`config.mk`:
```
export PLATFORM = sky130hd
export DESIGN_NAME = dual_timer_pair
export DESIGN_NICKNAME = d
export VERILOG_FILES = /design/src/rtl/tmr_pair_pkg.sv /design/src/rtl/tmr_tick.sv /design/src/rtl/tmr_edge.sv /design/src/rtl/tmr_core.sv /design/src/rtl/dual_timer_pair.sv
export SDC_FILE = /design/constraint.sdc
export NUM_CORES = 1
export LEC_CHECK = 0
export ABC_CLOCK_PERIOD_IN_PS = 1950
export BUFFER_PORTS_ARGS = -buffer_cell sky130_fd_sc_hd__buf_2
export CAP_MARGIN = 10
export CORE_ASPECT_RATIO = 2
export CORE_UTILIZATION = 45
export DETAILED_ROUTE_END_ITERATION = 6
export PLACE_DENSITY = 0.65
export SYNTH_ARGS = -nofsm -noshare
export SYNTH_HDL_FRONTEND = slang
export SYNTH_SLANG_ARGS = --single-unit
```
`constraint.sdc`:
```
create_clock -name clk -period 1.95 [get_ports clk]
set_input_delay 0.39 -clock clk [delete_from_list [all_inputs] [get_ports clk]]
set_output_delay 0.39 -clock clk [all_outputs]
set_load 0.01 [all_outputs]
```
`src/rtl/tmr_pair_pkg.sv`:
```
package tmr_pair_pkg;

  localparam int BYTE_W = 8;

  typedef enum logic [1:0] {
    MODE_13     = 2'd0,
    MODE_16     = 2'd1,
    MODE_RELOAD = 2'd2,
    MODE_SPLIT  = 2'd3
  } tmode_e;

  typedef struct packed {
    logic [BYTE_W-1:0] lo;
    logic [BYTE_W-1:0] hi;
    logic              ovf;
  } step_t;

  // One count step of the main counter for a given mode.
  function automatic step_t main_step(tmode_e mode, logic [BYTE_W-1:0] lo,
                                      logic [BYTE_W-1:0] hi);
    step_t s;
    logic [BYTE_W+4:0]   v13;
    logic [2*BYTE_W-1:0] v16;
    s = '{lo: lo, hi: hi, ovf: 1'b0};
    v13 = '0;
    v16 = '0;
    case (mode)
      MODE_13: begin
        v13   = {hi, lo[4:0]} + 1'b1;
        s.ovf = &{hi, lo[4:0]};
        s.lo  = {lo[BYTE_W-1:5], v13[4:0]};
        s.hi  = v13[BYTE_W+4:5];
      end
      MODE_16: begin
        v16   = {hi, lo} + 1'b1;
        s.ovf = &{hi, lo};
        s.lo  = v16[BYTE_W-1:0];
        s.hi  = v16[2*BYTE_W-1:BYTE_W];
      end
      MODE_RELOAD: begin
        s.ovf = &lo;
        s.lo  = (&lo) ? hi : lo + 1'b1;
      end
      default: begin
        s.ovf = &lo;
        s.lo  = lo + 1'b1;
      end
    endcase
    return s;
  endfunction

endpackage

```
`src/rtl/tmr_tick.sv`:
```
module tmr_tick #(
  parameter int DIV = 12
) (
  input  logic clk,
  input  logic rst_n,
  output logic tick
);
  localparam int CW = (DIV > 1) ? $clog2(DIV) : 1;
  localparam logic [CW-1:0] LAST = CW'(DIV - 1);

  logic [CW-1:0] pcnt;

  always_ff @(posedge clk) begin
    if (!rst_n)          pcnt <= '0;
    else if (pcnt == LAST) pcnt <= '0;
    else                 pcnt <= pcnt + 1'b1;
  end

  assign tick = (pcnt == LAST);

  a_r1_tick_spacing: assert property (@(posedge clk) disable iff (!rst_n)
    tick |=> !tick);

endmodule

```
`src/rtl/tmr_edge.sv`:
```
module tmr_edge (
  input  logic clk,
  input  logic rst_n,
  input  logic tick,
  input  logic pin,
  output logic evt
);
  logic pin_q;

  always_ff @(posedge clk) begin
    if (!rst_n)    pin_q <= 1'b1;
    else if (tick) pin_q <= pin;
  end

  assign evt = tick & pin_q & ~pin;

  a_r10_one_per_tick: assert property (@(posedge clk) disable iff (!rst_n)
    evt |=> !evt);

endmodule

```
`src/rtl/tmr_core.sv`:
```
module tmr_core
  import tmr_pair_pkg::*;
#(
  parameter bit SPLIT_HI = 1'b1
) (
  input  logic              clk,
  input  logic              rst_n,
  input  tmode_e            mode,
  input  logic              en_main,
  input  logic              en_hi,
  input  logic              wr_lo,
  input  logic              wr_hi,
  input  logic [BYTE_W-1:0] wdata,
  output logic [BYTE_W-1:0] lo,
  output logic [BYTE_W-1:0] hi,
  output logic              ovf_main,
  output logic              ovf_hi
);
  step_t nxt;
  logic  split_hi_on;

  assign nxt         = main_step(mode, lo, hi);
  assign split_hi_on = SPLIT_HI && (mode == MODE_SPLIT) && en_hi;
  assign ovf_main    = en_main & nxt.ovf & ~wr_lo & ~wr_hi;
  assign ovf_hi      = split_hi_on & (&hi) & ~wr_hi;

  always_ff @(posedge clk) begin
    if (!rst_n)       lo <= '0;
    else if (wr_lo)   lo <= wdata;
    else if (en_main) lo <= nxt.lo;
  end

  always_ff @(posedge clk) begin
    if (!rst_n)                             hi <= '0;
    else if (wr_hi)                         hi <= wdata;
    else if (split_hi_on)                   hi <= hi + 1'b1;
    else if (en_main && mode != MODE_SPLIT) hi <= nxt.hi;
  end

  a_r2_hold: assert property (@(posedge clk) disable iff (!rst_n)
    (!en_main && !en_hi && !wr_lo && !wr_hi) |=> ($stable(lo) && $stable(hi)));

  a_r4_upper_bits: assert property (@(posedge clk) disable iff (!rst_n)
    (mode == MODE_13 && !wr_lo) |=> (lo[BYTE_W-1:5] == $past(lo[BYTE_W-1:5])));

  a_r6_reload: assert property (@(posedge clk) disable iff (!rst_n)
    (mode == MODE_RELOAD && en_main && (&lo) && !wr_lo && !wr_hi)
      |=> (lo == $past(hi) && hi == $past(hi)));

  a_r7_split_hi_step: assert property (@(posedge clk) disable iff (!rst_n)
    (split_hi_on && !wr_hi) |=> (hi == $past(hi) + 8'd1));

endmodule

```
`src/rtl/dual_timer_pair.sv`:
```
module dual_timer_pair
  import tmr_pair_pkg::*;
#(
  parameter int CLK_DIV = 12
) (
  input  logic       clk,
  input  logic       rst_n,
  input  logic       reg_we,
  input  logic [2:0] reg_addr,
  input  logic [7:0] reg_wdata,
  output logic [7:0] reg_rdata,
  input  logic       cnt_pin0,
  input  logic       cnt_pin1,
  input  logic       gate_in0,
  input  logic       gate_in1,
  input  logic       irq_ack0,
  input  logic       irq_ack1,
  output logic       irq0,
  output logic       irq1,
  output logic       baud_tick
);
  localparam int NT = 2;
  localparam logic [2:0] A_MODE = 3'd4;
  localparam logic [2:0] A_CTRL = 3'd5;

  logic          tick;
  logic [7:0]    mode_r;
  logic [NT-1:0] run_r;
  logic [NT-1:0] flag_r;
  logic [NT-1:0] pins, gins, acks;
  logic [NT-1:0] evt, src, qual, en_main, ovf_main, ovf_hi;
  logic [NT-1:0] wr_lo, wr_hi, flag_set, flag_clr;
  tmode_e        tmode [NT];
  logic [7:0]    lo_b [NT];
  logic [7:0]    hi_b [NT];
  logic          wr_ctrl, t0_split;

  assign pins = {cnt_pin1, cnt_pin0};
  assign gins = {gate_in1, gate_in0};
  assign acks = {irq_ack1, irq_ack0};

  assign wr_ctrl  = reg_we && reg_addr == A_CTRL;
  assign t0_split = (tmode[0] == MODE_SPLIT);

  tmr_tick #(.DIV(CLK_DIV)) u_tick (.clk(clk), .rst_n(rst_n), .tick(tick));

  for (genvar i = 0; i < NT; i++) begin : g_tmr
    logic run_eff;
    assign tmode[i] = tmode_e'(mode_r[4*i +: 2]);
    assign wr_lo[i] = reg_we && reg_addr == 3'(2*i);
    assign wr_hi[i] = reg_we && reg_addr == 3'(2*i + 1);

    tmr_edge u_edge (.clk(clk), .rst_n(rst_n), .tick(tick), .pin(pins[i]),
                     .evt(evt[i]));

    assign src[i]  = mode_r[4*i + 2] ? evt[i] : tick;
    assign qual[i] = ~mode_r[4*i + 3] | gins[i];

    if (i == 0) begin : g_t0
      assign run_eff = run_r[0];
    end else begin : g_t1
      // Timer 1: frozen in its own split mode; free-running while timer 0 is split.
      assign run_eff = (tmode[i] != MODE_SPLIT) && (t0_split || run_r[i]);
    end

    assign en_main[i] = run_eff & qual[i] & src[i];

    tmr_core #(.SPLIT_HI(i == 0)) u_core (
      .clk(clk), .rst_n(rst_n), .mode(tmode[i]),
      .en_main(en_main[i]),
      .en_hi((i == 0) ? (run_r[1] & tick) : 1'b0),
      .wr_lo(wr_lo[i]), .wr_hi(wr_hi[i]), .wdata(reg_wdata),
      .lo(lo_b[i]), .hi(hi_b[i]),
      .ovf_main(ovf_main[i]), .ovf_hi(ovf_hi[i])
    );

    assign flag_clr[i] = acks[i] | (wr_ctrl & ~reg_wdata[4 + i]);

    always_ff @(posedge clk) begin
      if (!rst_n)           flag_r[i] <= 1'b0;
      else if (flag_set[i]) flag_r[i] <= 1'b1;
      else if (flag_clr[i]) flag_r[i] <= 1'b0;
    end

    a_r11_set_wins: assert property (@(posedge clk) disable iff (!rst_n)
      flag_set[i] |=> flag_r[i]);
    a_r11_clear: assert property (@(posedge clk) disable iff (!rst_n)
      (flag_clr[i] && !flag_set[i]) |=> !flag_r[i]);
  end

  assign flag_set[0] = ovf_main[0] | (wr_ctrl & reg_wdata[4]);
  assign flag_set[1] = (t0_split ? ovf_hi[0] : ovf_main[1]) | (wr_ctrl & reg_wdata[5]);

  always_ff @(posedge clk) begin
    if (!rst_n) begin
      mode_r <= '0;
      run_r  <= '0;
    end else begin
      if (reg_we && reg_addr == A_MODE) mode_r <= reg_wdata;
      if (wr_ctrl)                      run_r  <= reg_wdata[1:0];
    end
  end

  always_comb begin
    case (reg_addr)
      3'd0:    reg_rdata = lo_b[0];
      3'd1:    reg_rdata = hi_b[0];
      3'd2:    reg_rdata = lo_b[1];
      3'd3:    reg_rdata = hi_b[1];
      A_MODE:  reg_rdata = mode_r;
      A_CTRL:  reg_rdata = {2'b00, flag_r, 2'b00, run_r};
      default: reg_rdata = '0;
    endcase
  end

  assign irq0      = flag_r[0];
  assign irq1      = flag_r[1];
  assign baud_tick = ovf_main[1];

  a_r8_t1_frozen: assert property (@(posedge clk) disable iff (!rst_n)
    (tmode[1] == MODE_SPLIT && !wr_lo[1] && !wr_hi[1])
      |=> ($stable(lo_b[1]) && $stable(hi_b[1])));

  a_r9_no_own_flag: assert property (@(posedge clk) disable iff (!rst_n)
    (t0_split && !ovf_hi[0] && !flag_r[1] && !(wr_ctrl && reg_wdata[5])) |=> !flag_r[1]);

  a_r3_gate_blocks: assert property (@(posedge clk) disable iff (!rst_n)
    (mode_r[3] && !gate_in0) |-> !en_main[0]);

endmodule

```
==> flow_summary_export.csv <==
group,metric,value,unit
outcome,status,"finished, violations left",
outcome,violations,"negative setup slack",
clock_tree,cts_tree,"built",
logic_synthesis,ys.flop_type,"dfxtp_1",
clock_tree,clk_latency,300,ps
logic_synthesis,synth_warnings,0,
worst_setup_path,reg2regPathDepth,9,
logic_synthesis,synth_seq_area_share,27.3,%
timing,grt_setup_unrepaired,"true",
place,dp_hpwl,11500,µm
route,drtIter0Drc,376,
run,cap_viol_max_count,0,
layout,final_nets,623,
global_routing,grt_max_degree,23,
floorplan,dieArea,8540,µm²
worst_setup_path,critPathRequiredTime,1560,ps
clock_tree,clockRootBuffer,"clkbuf_16",
layout,insertedDiodeCount,0,
clock_tree,path_clk_slew,70,ps
timing,relSlewSlack,68.6,%
timing,fin_ws,-177,ps
floorplan,pin_count,31,
timing,fin_worst_skew,3.15,ps
floorplan,die_w,65.9,µm
min_path,min_delay_path_depth,3,
timing,fmax,470,MHz
route,drc,0,
worst_setup_path,worstSetupPathType,"flip-flop to output port",
layout,fillers,733,
global_routing,grt_pass1_wl,23300,µm
layout,multi_input_area,2710,µm²
logic_synthesis,syn_area,3670,µm²
logic_synthesis,synth-seq-cells,50,
worst_setup_path,slowest_delay,360,ps
worst_setup_path,crit_buf_inv,1,
global_routing,gr-total-overflow,0,
layout,fin_util,65.2,%
worst_setup_path,cp-start-kind,"flip-flop",
global_routing,grt_use_total,37.3,%
logic_synthesis,syn_nets,491,
floorplan,placementRows,46,
route,routedWlPerCell,22.2,µm
min_path,hold_end,"g_tmr[0].u_edge.pin_q$_SDFFE_PN1N_",
power,vdd_drop_max,397,µV
clock_tree,postCtsHoldBufs,0,
timing,report.final.setup_viol,13,
logic_synthesis,async_reset_ff_share,0,%
layout,drive_above_1_share,38.5,%
worst_setup_path,critPathArrivalTime,1740,ps
place,io_buffers,30,
logic_synthesis,synth.area.top_cells,"dfxtp_1 27%, mux2i_1 5.7%, nor2_1 4.8%, nand2_1 4.5%, o21ai_0 3.5%",
power,p_leak,2.13,nW
clock_tree,numCtsBuffers,5,
layout,syn_to_final_growth,41.0,%
timing,hold_ws,319,ps
worst_setup_path,slowest_stage,"dfxtp_4",
worst_setup_path,cp_cell_sequence,"ha_4 -> and3_2 -> ha_1 -> a21o_1 -> a22oi_2 -> nor3_2 -> buf_2",
logic_synthesis,ys_top_cells_by_count,"50 x dfxtp_1, 47 x nor2_1, 44 x nand2_1",
logic_synthesis,synth_cell_type_count,65,
worst_setup_path,reg2reg_slack,-160,ps
worst_setup_path,end_kind,"output port",
timing,hold_violations,0,
power,power_density,478,nW/µm²
logic_synthesis,synthCells,465,
logic_synthesis,synth_edf_count,0,
global_routing,grt_pass1_vias,4366,
layout,seqCellArea,1020,µm²
floorplan,start_util,46.2,%
timing,worst_slew_pin_slew,470,ps
route,num_vias,4530,
route,ant_nets,0,
timing,drv_slew,0,
route,viasPerCell,6.53,
worst_setup_path,r2r_start,"g_tmr[1].u_core.lo[1]$_SDFFE_PN0P_",
worst_setup_path,crit_family,"flip-flops",
logic_synthesis,post-synth-top-count-cell,"dfxtp_1",
global_routing,grt_antenna_before_repair,0,
place,gp_congestion,1.04,
route,wirelength,15400,µm
floorplan,die_h,130,µm
clock_tree,clock_sink_count,50,
logic_synthesis,syn_avg_cell_area,7.89,µm²
floorplan,placeableCoreArea,7940,µm²
power,post-layout-total-power,2.48,mW
timing,post-route-period-util,109,%
worst_setup_path,r2r-end,"g_tmr[1].u_core.lo[4]$_SDFFE_PN0P_",
worst_setup_path,path_max_fanout,3,
logic_synthesis,synth_area_leader_cell,"dfxtp_1",
min_path,hp-class,"input port to flip-flop",
min_path,hp-start,"cnt_pin0",
logic_synthesis,synth_top_area_share,27.3,%
route,first_pass_iters,5,
timing,fin_crit,2130,ps
clock_tree,h-tree-depth,2,
clock_tree,cts_buffer_depth,2,
==> per-stage QoR <==
step                setup slack (ps)  setup TNS, ps  instance area, µm²  instances
global route                    -351          -2600                5170        694
finish                          -177           -913                5170        694
global placement                -182           -990                4630        670
detailed placement              -175          -1040                4630        670
floorplan                      -18.1          -18.1                3690        465
CTS                             -161           -459                4940        687
==> power by group <==
group	switching [mW]	internal, mW
combinational	0.253	0.196
sequential	0.0481	1.06
clock	0.406	0.511
==> flip-flops by register name, summed over array words and instances (netlist names) <==
signal and count:
g_tmr.u_core.hi 16, g_tmr.u_core.lo 16, g_tmr.u_edge.pin_q 2, irq0 1, irq1 1, mode_r 8
run_r 2, u_tick.pcnt 4
==> layer usage <==
layer	share of wire, %	GRT usage (%)	vias to the layer above
met3	5.6	6.29	95
met2	51	64.5	259
met4	8.3	30.7	0
met1	35	38.1	2148
li1	-	-	2028
met5	0	0	-
==> how the worst max path moves through the flow <==
stage	startpoint	endpoint	slack, ps	cells after the start
4_1_cts	g_tmr[1].u_core.lo[0]$_SDFFE_PN0P_	baud_tick	-160	7
5_1_grt	g_tmr[1].u_core.lo[1]$_SDFFE_PN0P_	g_tmr[1].u_core.lo[2]$_SDFFE_PN0P_	-350	9
3_3_place_gp	g_tmr[1].u_core.lo[0]$_SDFFE_PN0P_	baud_tick	-180	7
6_report	g_tmr[1].u_core.lo[1]$_SDFFE_PN0P_	baud_tick	-180	7
3_5_place_dp	g_tmr[1].u_core.lo[0]$_SDFFE_PN0P_	g_tmr[1].u_core.hi[6]$_SDFFE_PN0P_	-170	7
2_1_floorplan	u_tick.pcnt[0]$_SDFF_PP0_	g_tmr[0].u_core.hi[3]$_SDFFE_PN0P_	-20	7
==> worst reg2reg max path, delay by kind of cell, from the launching register on <==
family	cells	cell delay, ps
compound gates	1	80
fa+ha+maj	1	140
buf+inv	3	520
flops	1	380
mux	1	310
simple gates	3	570
==> cell families (layout without fill, tap and decap cells) <==
logic type / after synthesis / count (layout) / share of synthesized area [%]
and+or+nand+nor: 200 / 200 / 28.5
AOI/OAI and AO/OA: 129 / 129 / 25.3
DFF: 50 / 50 / 27.3
buffers and inverters: 40 / 173 / 5.01
muxes: 31 / 31 / 9.71
xor gates and xnor gates: 9 / 9 / 2.15
adders and majority gates: 6 / 6 / 2.04
==> timing repair <==
item | in CTS | in global routing
endpoints found under the setup margin | 15 | 34
setup buffers | 10 | 8
gates resized for setup | 30 | 50
pin swaps | 17 | 35
endpoints found under the hold margin | 0 | 0
==> area by class of cell <==
| type | count | share of cell area (%) |
|---|---|---|
| well taps | 96 | 2.32 |
| clock buffers | 7 | 2.76 |
| clock inverters | 1 | 0.0967 |
| inverters | 12 | 0.870 |
| flip-flops and latches | 50 | 19.7 |
| multi-input cells | 375 | 52.4 |
| repair buffers | 153 | 21.8 |
==> placed cells by master, fill, tap and decap left out, drive strengths merged, types with 5 or more instances in the layout <==
cell type,count
o22ai,7
nand4,12
mux2,7
and2,6
clkbuf,9
a2111oi,6
buf,151
o21ai,26
nand2b,6
inv,12
xnor2,7
a22oi,8
and3,13
o211ai,5
a21oi,21
nor2,47
nand2,44
nor3,11
nand3,26
ha,6
dfxtp,50
mux2i,21
a31oi,18
nor2b,7
No activity file was read; power rests on OpenSTA's default activity.
